--- config.mk ---
export PLATFORM = sky130hd
export DESIGN_NAME = dw_compare
export DESIGN_NICKNAME = d
export VERILOG_FILES = /design/src/rtl/dwc_pkg.sv /design/src/rtl/dwc_bias.sv /design/src/rtl/dwc_chain.sv /design/src/rtl/dwc_verdict.sv /design/src/rtl/dw_compare.sv
export SDC_FILE = /design/constraint.sdc
export NUM_CORES = 1
export LEC_CHECK = 0
export ABC_AREA = 1
export BUFFER_PORTS_ARGS = -buffer_cell sky130_fd_sc_hd__buf_2
export CAP_MARGIN = 10
export CELL_PAD_IN_SITES_DETAIL_PLACEMENT = 2
export CELL_PAD_IN_SITES_GLOBAL_PLACEMENT = 2
export CORE_ASPECT_RATIO = 0.9
export CORE_UTILIZATION = 31
export CTS_CLUSTER_SIZE = 14
export DETAILED_ROUTE_END_ITERATION = 10
export PLACE_DENSITY = 0.95
export SLEW_MARGIN = 10
export SYNTH_ARGS = -nofsm -noshare
export SYNTH_HDL_FRONTEND = slang
export SYNTH_HIERARCHICAL = 1
export SYNTH_SLANG_ARGS = --single-unit
--- constraint.sdc ---
create_clock -name clk -period 8.77 [get_ports clk]
set_input_delay 0.877 -clock clk [delete_from_list [all_inputs] [get_ports clk]]
set_output_delay 0.877 -clock clk [all_outputs]
set_load 0.02 [all_outputs]
--- src/rtl/dwc_pkg.sv ---
package dwc_pkg;

    typedef enum logic [1:0] {
        OP_ADD  = 2'b00,
        OP_SUB  = 2'b01,
        OP_SCMP = 2'b10,
        OP_UCMP = 2'b11
    } dwc_op_e;

    localparam int unsigned POP_ARITH = 2;
    localparam int unsigned POP_CMP   = 3;

endpackage

--- src/rtl/dwc_bias.sv ---
// Adds a half-scale offset to a word when enabled, mapping two's-complement
// order onto unsigned order.
module dwc_bias #(
    parameter int unsigned W = 16
) (
    input  logic         en,
    input  logic [W-1:0] word_in,
    output logic [W-1:0] word_out
);
    localparam logic [W-1:0] HALF_SCALE = {1'b1, {(W-1){1'b0}}};

    always_comb begin
        word_out = en ? (word_in + HALF_SCALE) : word_in;
    end
endmodule

--- src/rtl/dwc_chain.sv ---
// Ripple of NSEG word-wide adders; segment 0 is least significant.
module dwc_chain #(
    parameter int unsigned W    = 16,
    parameter int unsigned NSEG = 2
) (
    input  logic                 subtract,
    input  logic [NSEG-1:0][W-1:0] a_seg,
    input  logic [NSEG-1:0][W-1:0] b_seg,
    output logic [NSEG-1:0][W-1:0] s_seg,
    output logic [NSEG:0]          carry
);
    assign carry[0] = subtract;

    for (genvar i = 0; i < NSEG; i++) begin : g_seg
        logic [W-1:0] b_eff;
        logic [W:0]   wide_sum;

        always_comb begin
            b_eff    = subtract ? ~b_seg[i] : b_seg[i];
            wide_sum = {1'b0, a_seg[i]} + {1'b0, b_eff} + {{W{1'b0}}, carry[i]};
        end

        assign s_seg[i]   = wide_sum[W-1:0];
        assign carry[i+1] = wide_sum[W];
    end
endmodule

--- src/rtl/dwc_verdict.sv ---
// Turns the difference halves and the final carry into -1 / 0 / +1.
module dwc_verdict #(
    parameter int unsigned W    = 16,
    parameter int unsigned NSEG = 2
) (
    input  logic [NSEG-1:0][W-1:0] diff_seg,
    input  logic                   carry_out,
    output logic [W-1:0]           verdict
);
    localparam logic [W-1:0] V_LESS  = {W{1'b1}};
    localparam logic [W-1:0] V_EQUAL = '0;
    localparam logic [W-1:0] V_MORE  = {{(W-1){1'b0}}, 1'b1};

    logic [W-1:0] merged;

    always_comb begin
        merged = '0;
        for (int i = 0; i < NSEG; i++) begin
            merged = merged | diff_seg[i];
        end
        if (!carry_out) begin
            verdict = V_LESS;
        end else if (merged == '0) begin
            verdict = V_EQUAL;
        end else begin
            verdict = V_MORE;
        end
    end
endmodule

--- src/rtl/dw_compare.sv ---
module dw_compare #(
    parameter int unsigned HALF_W = 16
) (
    input  logic              clk,
    input  logic              rst_n,
    input  logic              start,
    input  logic [1:0]        op,
    input  logic [HALF_W-1:0] left_lo,
    input  logic [HALF_W-1:0] left_hi,
    input  logic [HALF_W-1:0] right_lo,
    input  logic [HALF_W-1:0] right_hi,
    output logic              done,
    output logic [HALF_W-1:0] res_lo,
    output logic [HALF_W-1:0] res_hi,
    output logic [1:0]        pop_cnt
);
    import dwc_pkg::*;

    localparam int unsigned NSEG = 2;

    typedef struct packed {
        logic              done;
        logic [HALF_W-1:0] lo;
        logic [HALF_W-1:0] hi;
        logic [1:0]        pop;
    } dwc_state_t;

    dwc_op_e    op_sel;
    logic       is_cmp;
    logic       is_signed;
    logic       do_sub;

    logic [HALF_W-1:0] lhi_b;
    logic [HALF_W-1:0] rhi_b;

    logic [NSEG-1:0][HALF_W-1:0] a_seg;
    logic [NSEG-1:0][HALF_W-1:0] b_seg;
    logic [NSEG-1:0][HALF_W-1:0] s_seg;
    logic [NSEG:0]               carry;
    logic [HALF_W-1:0]           verdict;

    dwc_state_t state_d, state_q;

    always_comb begin
        op_sel    = dwc_op_e'(op);
        is_cmp    = (op_sel == OP_SCMP) || (op_sel == OP_UCMP);
        is_signed = (op_sel == OP_SCMP);
        do_sub    = (op_sel != OP_ADD);
    end

    dwc_bias #(.W(HALF_W)) u_bias_left (
        .en      (is_signed),
        .word_in (left_hi),
        .word_out(lhi_b)
    );

    dwc_bias #(.W(HALF_W)) u_bias_right (
        .en      (is_signed),
        .word_in (right_hi),
        .word_out(rhi_b)
    );

    assign a_seg = {lhi_b, left_lo};
    assign b_seg = {rhi_b, right_lo};

    dwc_chain #(.W(HALF_W), .NSEG(NSEG)) u_chain (
        .subtract(do_sub),
        .a_seg   (a_seg),
        .b_seg   (b_seg),
        .s_seg   (s_seg),
        .carry   (carry)
    );

    dwc_verdict #(.W(HALF_W), .NSEG(NSEG)) u_verdict (
        .diff_seg (s_seg),
        .carry_out(carry[NSEG]),
        .verdict  (verdict)
    );

    always_comb begin
        state_d      = state_q;
        state_d.done = start;
        if (start) begin
            if (is_cmp) begin
                state_d.lo  = verdict;
                state_d.hi  = '0;
                state_d.pop = 2'(POP_CMP);
            end else begin
                state_d.lo  = s_seg[0];
                state_d.hi  = s_seg[1];
                state_d.pop = 2'(POP_ARITH);
            end
        end
    end

    always_ff @(posedge clk) begin
        if (!rst_n) begin
            state_q <= '0;
        end else begin
            state_q <= state_d;
        end
    end

    assign done    = state_q.done;
    assign res_lo  = state_q.lo;
    assign res_hi  = state_q.hi;
    assign pop_cnt = state_q.pop;
endmodule

==> results.tsv <==
stage	metric	value	unit
layout	# fillers	1631	
cts	CTS tree	yes	
layout	area of the multi-input gates	0.00262	sq mm
cts	clock root cell	clkbuf_16	
yosys	Cell Area, Synth	0.00405	sq mm
place	GP Congestion	0.841	
pwr	Sw Ratio	45.5	%
yosys	Mapped Avg Cell Area	6.32	sq um
worst_setup_path	Critical Path RT	8950	ps
worst_setup_path	Max stage delay on crit path	550	ps
cts	Post-CTS Resized	0	
timing	fin crit share	62.6	%
place	Setup WS pre-CTS	3010	ps
worst_setup_path	Worst Setup Start Kind	primary input	
timing	RSZ-0062 raised after global routing	no	
floorplan	chip width	122	microns
cts	Clock transition at path regs	60	ps
timing	final slew viol count	0	
timing	Setup TNS	0	ps
place	hpwl dp	12700	microns
layout	FF+latch area	701	sq um
routing	Routed wire per std cell	17.6	microns
cts	cts hold-fix bufs	0	
global_route	initial antenna violation count	0	
floorplan	core area	0.0127	sq mm
worst_setup_path	slowest CP cell	or2_2	
floorplan	die height	110	microns
worst_setup_path	WP buf/inv	5	
worst_setup_path	critical path class	in2reg	
outcome	run status	finished, final reports clean	
worst_setup_path	crit-path max FO	19	
worst_setup_path	WP data arrival	5670	ps
cts	clock latency on the worst-skew pair	270	ps
cts	Num CTS Buffers	5	
pwr	Clk pwr share	23.4	%
layout	NumNets Final	791	
yosys	Cells after Synth	640	
timing	f_max	182	MHz
floorplan	die area	0.0135	sq mm
layout	Area Growth Syn to Fin	10.2	%
worst_setup_path	Crit path top cell by count	nand2_1	
layout	layout cells sized above 1	21.4	%
place	IO buf count	103	
routing	DRT Pass-1 Iters	4	
timing	Clock Skews	0	ps
global_route	vias in the first global route	4714	
timing	Hold Vio Cnt, Final	0	
timing	Rel. slew slack	53.0	%
floorplan	# IOs	104	
timing	worst slew pin tran	704	ps
global_route	grt ovf	0	
layout	final non-filler cell total	854	
place	Placed Area	0.00432	sq mm
worst_setup_path	critical path endpoint category	flip-flop	
timing	Final Setup Violations	0	
routing	via count	4233	
global_route	largest net degree at the start of global routing	36	
pwr	Comb pwr share	51.6	%
run	total of max-cap violations	0	
yosys	Synthesized Nets	742	
timing	Tmin final	5490	ps
place	placed insts	846	
routing	DRC violations left	0	
pwr	NetSw	335	uW
worst_setup_path	Top Family by Delay on Critical Path	simple AND/OR/NAND/NOR gates	
routing	Routed WL	15100	microns
pwr	Flop pwr share	25.0	%
routing	DR iter-0 viols	161	
routing	post-route ant nets	0	
floorplan	Initial Util	31.9	%
layout	final instance area	0.00446	sq mm
routing	mean number of vias per cell	4.96	
cts	htree depth	2	
cts	setup bufs post-CTS	0	
pwr	leakage power	2.49	nW
global_route	total track usage	22.8	%
pwr	P_int	402	uW
global_route	global-route wire length before repair	23900	microns
pwr	Max IR drop VDD	0.0648	mV
timing	fin worst setup slack	3280	ps
cts	clock buffer depth	2	
cts	CTS Sinks	35	
layout	# diodes	0	
floorplan	Rows	39	
worst_hold_path	HP Class	reg2reg	
pwr	Power per Cell Area	165	mW/mm^2
yosys	Ys Warns	6	
[metal layers]
layer	routed length (microns)	vias up	part of all wire [%]	global-route usage, %
met4	343	0	2.3	6.36
met3	461	20	3.1	2.31
met1	6540	2058	43	27.1
met2	7730	89	51	43.3
li1	-	2066	-	-
met5	0	-	0	0
[worst register-to-register path, delay by kind of cell (launching register included)]
family	cells	cell delay (ps)
AND/OR/NAND/NOR	1	80
flip-flops	1	410
AO/OA/AOI/OAI	1	250
[flip-flops by register name (all words and copies together), names as in the netlist]
register	flops
done	1
pop_cnt	2
res_hi	16
res_lo	16
[path summary, 6_finish.rpt]
kind         slack [ps]                       to                     from  depth (start not counted)
max                3280   res_lo[0]$_SDFFE_PN0P_                    op[1]                         31
max reg2reg        7930   res_hi[5]$_SDFFE_PN0P_   res_hi[5]$_SDFFE_PN0P_                          2
min                 450  pop_cnt[1]$_SDFFE_PN0P_  pop_cnt[1]$_SDFFE_PN0P_                          2
min reg2reg         450  pop_cnt[1]$_SDFFE_PN0P_  pop_cnt[1]$_SDFFE_PN0P_                          2
[power groups by stage]
stage | Clock (mW) | Combinational (mW) | Sequential [mW]
2_1_floorplan | 0 | 0.261 | 0.204
3_3_place_gp | 0 | 0.344 | 0.186
3_5_place_dp | 0 | 0.376 | 0.187
4_1_cts | 0.174 | 0.380 | 0.184
5_1_grt | 0.183 | 0.417 | 0.186
6_report | 0.172 | 0.380 | 0.184
[metrics by stage]
step	hold slack, ps	total power [mW]	utilization [%]
detailed placement	446	0.564	34.1
global placement	427	0.531	34.1
floorplan	519	0.464	-
finish	452	0.737	35.1
CTS	457	0.738	35.1
global route	489	0.786	35.1
[cell type report]
class	instances	area share (%)
Clock buffer	7	2.98
Inverter	72	6.12
Tap cell	164	4.60
Clock inverter	1	0.112
Timing Repair Buffer	104	11.7
Sequential cell	35	15.7
Multi-Input combinational cell	471	58.7
[cell usage in the layout (no fill, tap or decap), types with 2 or more instances in the layout]
cell / n
nand2_1: 187
xor2_1: 43
buf_2: 103
o21ai_0: 7
inv_2: 6
a21o_1: 4
a21oi_1: 31
fa_1: 3
nand2_2: 16
ha_1: 30
nand4_1: 2
dfxtp_1: 35
clkbuf_1: 2
a21oi_2: 10
nor2_1: 46
o21bai_1: 2
clkbuf_16: 5
and2_1: 5
xnor2_1: 2
nand3_1: 71
inv_1: 65
o21ai_1: 2
nor3_1: 4
No activity file was read; power rests on OpenSTA's default activity.
